**src/rtl/burst_cycle_decoder_pkg.sv**
```systemverilog
package burst_cycle_decoder_pkg;

  typedef enum logic [2:0] {
    KIND_DESEL    = 3'd0,
    KIND_BEGIN_RD = 3'd1,
    KIND_BEGIN_WR = 3'd2,
    KIND_CONT_RD  = 3'd3,
    KIND_CONT_WR  = 3'd4,
    KIND_SUSP_RD  = 3'd5,
    KIND_SUSP_WR  = 3'd6
  } cycleKind_e;

  // Strobes from the control decode to the datapath
  typedef struct packed {
    logic access;      // cycle is not a deselect
    logic startBurst;  // new access at the external address
    logic advance;     // continue at the next address
    logic readOnly;    // started by the processor-side strobe
  } ctrlStrobes_t;

endpackage

```
**src/rtl/burst_cycle_ctrl.sv**
```systemverilog
module burst_cycle_ctrl
  import burst_cycle_decoder_pkg::*;
(
  input  logic         clk,
  input  logic         rstN,
  input  logic         procStrobeN,
  input  logic         ctrlStrobeN,
  input  logic         advanceN,
  input  logic         selPrimN,
  input  logic         selHigh,
  input  logic         selSecN,
  output ctrlStrobes_t strb
);

  logic burstActiveQ;
  logic qualEnable;
  logic procTake;
  logic ctrlTake;
  logic idleStrobes;
  logic startBurst;
  logic carryOn;

  // Secondary selects only matter when a strobe starts an access
  assign qualEnable  = selHigh && !selSecN;
  // Processor strobe is masked while the primary select is high
  assign procTake    = !selPrimN && !procStrobeN;
  assign ctrlTake    = !selPrimN && procStrobeN && !ctrlStrobeN;
  assign idleStrobes = ctrlStrobeN && (selPrimN || procStrobeN);
  assign startBurst  = (procTake || ctrlTake) && qualEnable;
  // Continue/suspend only extends a live burst
  assign carryOn     = idleStrobes && burstActiveQ;

  always_comb begin
    strb.access     = startBurst || carryOn;
    strb.startBurst = startBurst;
    strb.advance    = carryOn && !advanceN;
    strb.readOnly   = procTake;
  end

  always_ff @(posedge clk or negedge rstN) begin
    if (!rstN) burstActiveQ <= 1'b0;
    else       burstActiveQ <= strb.access;
  end

  // a carried-on cycle must follow an accepted access
  assert_carry_needs_live_burst_R11: assert property (@(posedge clk) disable iff (!rstN)
    (strb.access && !strb.startBurst) |-> $past(strb.access));

endmodule

```
**src/rtl/burst_cycle_datapath.sv**
```systemverilog
module burst_cycle_datapath
  import burst_cycle_decoder_pkg::*;
#(
  parameter int LANES = 4
) (
  input  logic             clk,
  input  logic             rstN,
  input  ctrlStrobes_t     strb,
  input  logic             allWriteN,
  input  logic             laneWriteN,
  input  logic [LANES-1:0] laneSelN,
  output cycleKind_e       kindQ,
  output logic             loadQ,
  output logic             advQ,
  output logic [LANES-1:0] maskQ,
  output logic             readValidQ
);

  logic [LANES-1:0] laneWr;
  logic             isWrite;
  cycleKind_e       kindD;

  for (genvar i = 0; i < LANES; i++) begin : g_lane
    assign laneWr[i] = !allWriteN || (!laneWriteN && !laneSelN[i]);
  end

  assign isWrite = strb.access && !strb.readOnly && (|laneWr);

  always_comb begin
    if (!strb.access)         kindD = KIND_DESEL;
    else if (strb.startBurst) kindD = isWrite ? KIND_BEGIN_WR : KIND_BEGIN_RD;
    else if (strb.advance)    kindD = isWrite ? KIND_CONT_WR  : KIND_CONT_RD;
    else                      kindD = isWrite ? KIND_SUSP_WR  : KIND_SUSP_RD;
  end

  always_ff @(posedge clk or negedge rstN) begin
    if (!rstN) begin
      kindQ      <= KIND_DESEL;
      loadQ      <= 1'b0;
      advQ       <= 1'b0;
      maskQ      <= '0;
      readValidQ <= 1'b0;
    end else begin
      kindQ      <= kindD;
      loadQ      <= strb.startBurst;
      advQ       <= strb.advance;
      maskQ      <= isWrite ? laneWr : '0;
      readValidQ <= strb.access && !isWrite;
    end
  end

  assert_load_adv_exclusive_R6: assert property (@(posedge clk) disable iff (!rstN)
    !(loadQ && advQ));

  assert_lanes_quiet_on_write_R10: assert property (@(posedge clk) disable iff (!rstN)
    (|maskQ) |-> !readValidQ);

  assert_proc_start_reads_R4: assert property (@(posedge clk) disable iff (!rstN)
    (strb.access && strb.readOnly) |=> (maskQ == '0) && readValidQ);

  assert_all_write_full_mask_R8: assert property (@(posedge clk) disable iff (!rstN)
    (strb.access && !strb.readOnly && !allWriteN) |=> (&maskQ));

endmodule

```
**src/rtl/burst_cycle_decoder.sv**
```systemverilog
module burst_cycle_decoder
  import burst_cycle_decoder_pkg::*;
#(
  parameter int LANES = 4
) (
  input  logic             clk,
  input  logic             rstN,
  input  logic             procStrobeN,
  input  logic             ctrlStrobeN,
  input  logic             advanceN,
  input  logic             selPrimN,
  input  logic             selHigh,
  input  logic             selSecN,
  input  logic             allWriteN,
  input  logic             laneWriteN,
  input  logic [LANES-1:0] laneSelN,
  output logic [2:0]       cycleKind,
  output logic             loadAddr,
  output logic             advAddr,
  output logic [LANES-1:0] writeMask,
  output logic             readValid
);

  ctrlStrobes_t strb;
  cycleKind_e   kindQ;

  burst_cycle_ctrl u_ctrl (
    .clk         (clk),
    .rstN        (rstN),
    .procStrobeN (procStrobeN),
    .ctrlStrobeN (ctrlStrobeN),
    .advanceN    (advanceN),
    .selPrimN    (selPrimN),
    .selHigh     (selHigh),
    .selSecN     (selSecN),
    .strb        (strb)
  );

  burst_cycle_datapath #(.LANES(LANES)) u_dp (
    .clk        (clk),
    .rstN       (rstN),
    .strb       (strb),
    .allWriteN  (allWriteN),
    .laneWriteN (laneWriteN),
    .laneSelN   (laneSelN),
    .kindQ      (kindQ),
    .loadQ      (loadAddr),
    .advQ       (advAddr),
    .maskQ      (writeMask),
    .readValidQ (readValid)
  );

  assign cycleKind = kindQ;

endmodule

```
**config.mk**
```make
export PLATFORM = sky130hd
export DESIGN_NAME = burst_cycle_decoder
export DESIGN_NICKNAME = d
export VERILOG_FILES = /design/src/rtl/burst_cycle_decoder_pkg.sv /design/src/rtl/burst_cycle_ctrl.sv /design/src/rtl/burst_cycle_datapath.sv /design/src/rtl/burst_cycle_decoder.sv
export SDC_FILE = /design/constraint.sdc
export NUM_CORES = 1
export LEC_CHECK = 0
export ABC_AREA = 1
export ABC_CLOCK_PERIOD_IN_PS = 2820
export BUFFER_PORTS_ARGS = -buffer_cell sky130_fd_sc_hd__buf_4
export CORE_AREA = 2 2 39 41
export CTS_CLUSTER_DIAMETER = 80
export DETAILED_ROUTE_END_ITERATION = 6
export DIE_AREA = 0 0 41 43
export HOLD_SLACK_MARGIN = 0.15
export PLACE_DENSITY = 0.66
export SYNTH_ARGS = -nofsm -noshare
export SYNTH_HDL_FRONTEND = slang
export SYNTH_SLANG_ARGS = --single-unit
```
**constraint.sdc**
```tcl
create_clock -name clk -period 2.82 [get_ports clk]
set_clock_uncertainty 0.1 [all_clocks]
set_input_delay 0.141 -clock clk [delete_from_list [all_inputs] [get_ports clk]]
set_output_delay 0.141 -clock clk [all_outputs]
set_load 0.01 [all_outputs]
```
==> impl_metrics.py <==
metrics = {
    "route": {
        "vias_per_cell": 4.40,
        "dr.pass1.iters": 3,
        "vias": 440,
        "final_antenna_net_count": 0,
        "wl_mm": 1.00,
        "drt_iter0_drc": 1,
        "drc": 0,
        "wl_per_cell_um": 10.0,
    },
    "setup_path": {
        "path_cells": "dlygate4sd3_1, buf_4, nor2_1, nand3_1, nand2_4, nand3_4, ha_1, or2_0, nand2_1",
        "critPathSlowestCell": "dlygate4sd3_1",
        "cp_slowest_stage_delay_ps": 530,
        "start_kind": "input pin",
        "cp_data_required_time_ps": 2910,
        "cp.arrival_ps": 1790,
        "end_kind": "flop",
        "critPathKind": "in -> reg",
        "worstPathMaxFanout": 5,
    },
    "global_routing": {
        "grt_max_degree": 11,
        "first_global_vias": 408,
        "antenna_found_initial": 0,
        "grt_pass1_wl_mm": 1.60,
        "gr-total-overflow": 0,
        "grt_usage_pct": 14.1,
    },
    "timing": {
        "rsz0062_at_grt": "false",
        "fin_crit_sh_pct": 60.3,
        "layout_min_cycle_time_ps": 1700,
        "tightest_slew_ps": 412,
        "layout_setup_ws_ps": 1120,
        "slew_violations": 0,
        "setup_viol": 0,
        "hold_viol_final": 0,
        "tns_ps": 0,
        "relSlewSlack_pct": 72.4,
        "fmax_ghz": 0.589,
    },
    "yosys": {
        "postSynth.asyncResetShare_pct": 100,
        "ys_warn_count": 0,
        "ys_ff_latch": 10,
        "syn_avg_cell_area_um2": 10.5,
        "syn_nets": 61,
        "syn_inst": 46,
        "synth_ff_type": "dfrtp_1",
        "synth_edf_count": 0,
        "ys_seq_area_share_pct": 51.8,
        "synth_cell_types": 19,
        "syn-cell-area_um2": 483,
    },
    "clock_network": {
        "path_clk_slew_ps": 50,
        "cts_buffers": 3,
        "cts-root-buf": "clkbuf_4",
        "insertion_delay_ps": 250,
        "postCtsSetupBuffers": 0,
        "post_cts_resized": 0,
        "htreeDepth": 1,
        "clk_path_buf_depth": 2,
        "cts_tree": "built",
        "cts.sinks": 10,
        "cts_hold_buf": 13,
    },
    "layout": {
        "fill_cells": 122,
        "final_cell_mix": "23 x buf_4, 13 x dlygate4sd3_1, 10 x dfrtp_1",
        "num_antenna_cells": 0,
        "nNetsFinal": 101,
        "layout.cells.non_filler": 100,
        "area_delta_synth_final_pct": 69.9,
        "fin_area_um2": 821,
        "final_common_cell": "buf_4",
        "drive_gt1_share_pct": 41.7,
    },
    "run_status": {
        "outcome": "finished, final reports clean",
    },
    "pwr": {
        "irDropWorstVdd_v": 0.000169,
        "leakagePower_uw": 0.000453,
        "power_density_nw_per_um2": 372,
    },
    "placement": {
        "place_hpwl_um": 754,
        "placed_cells": 84,
        "place_ws_ps": 1380,
        "gp_congestion": 0.754,
        "dpl_cell_area_um2": 668,
        "port_buffers": 23,
    },
    "min_path": {
        "hold_path.class": "in -> reg",
    },
    "floorplanning": {
        "io_pins": 24,
        "coreArea_um2": 1380,
        "die-area_um2": 1760,
        "start_util_pct": 34.9,
        "die_h_um": 43,
        "row_count": 14,
        "die_w_um": 41,
    },
    "run": {
        "drv_cap": 0,
    },
}
power by group:
| part | total [µW] | switching (µW) | internal (µW) |
|---|---|---|---|
| sequential | 151 | 2.11 | 149 |
| clock | 87.7 | 39.0 | 48.7 |
| combinational | 66.6 | 28.7 | 37.9 |
critical path, delay by kind of cell:
family        cells  cell delay, ps
fa+ha+maj         1             270
buf+inv           2             660
simple gates      6             710
final timing paths:
kind / startpoint / to / slack, ps / cells past startpoint
worst max-delay path: selSecN / u_dp.kindQ[1] / 1120 / 9
worst min-delay path: selPrimN / u_dp.maskQ[1] / 180 / 5
worst max register to register: u_ctrl.burstActiveQ / u_dp.kindQ[1] / 1420 / 6
worst min register to register: u_ctrl.burstActiveQ / u_dp.kindQ[2] / 490 / 2
max in group asynchronous: rstN / u_dp.loadQ / 1550 / 3
min in group asynchronous: rstN / u_dp.maskQ[1] / 780 / 3
stage by stage:
step                util (%)  hold WS [ps]  total power [µW]
floorplan                  -          -255               178
global placement        48.3          -129               206
global route            59.3           185               324
finish                  59.3           177               305
detailed placement      48.3          -127               207
CTS                     59.3           168               312
final cells by class:
type | count | area, µm² | share of cell area (%)
Clock buffer | 3 | 22.5 | 2.74
Sequential cell | 10 | 250 | 30.5
Timing Repair Buffer | 36 | 303 | 36.9
Tap cell | 16 | 20.0 | 2.44
Multi-Input combinational cell | 26 | 191 | 23.3
Inverter | 9 | 33.8 | 4.12
Yosys cell counts, types with 2 or more instances:
library cell / instances / area share [%]
dfrtp_1: 10 / 52
inv_1: 7 / 5.4
inv_2: 2 / 1.6
nand2_1: 2 / 1.6
nand3_1: 3 / 3.1
nand3_4: 2 / 7.3
nor2_1: 6 / 4.7
nor2_2: 2 / 2.6
o21ai_0: 2 / 2.1
layer usage:
layer / wire length, µm / track usage, % / share of wire, % / up-vias
met1: 403 / 14.0 / 40 / 202
met4: 22 / 14.0 / 2.2 / 0
li1: - / - / - / 219
met5: 0 / 0 / 0 / -
met2: 508 / 22.8 / 51 / 17
met3: 66 / 1.57 / 6.6 / 2
logic make-up after synthesis:
logic type | share of synthesized area (%)
fa+ha+maj | 2.59
flops | 51.8
compound gates | 5.18
simple gates | 31.9
buf+inv | 8.55
state kept, by name, summed over array words and instances, names as in the netlist:
signal / flops
u_dp.maskQ: 4
u_dp.kindQ: 2
u_ctrl.burstActiveQ: 1
u_dp.advQ: 1
u_dp.loadQ: 1
u_dp.readValidQ: 1
(Power assumes the default switching activity.)
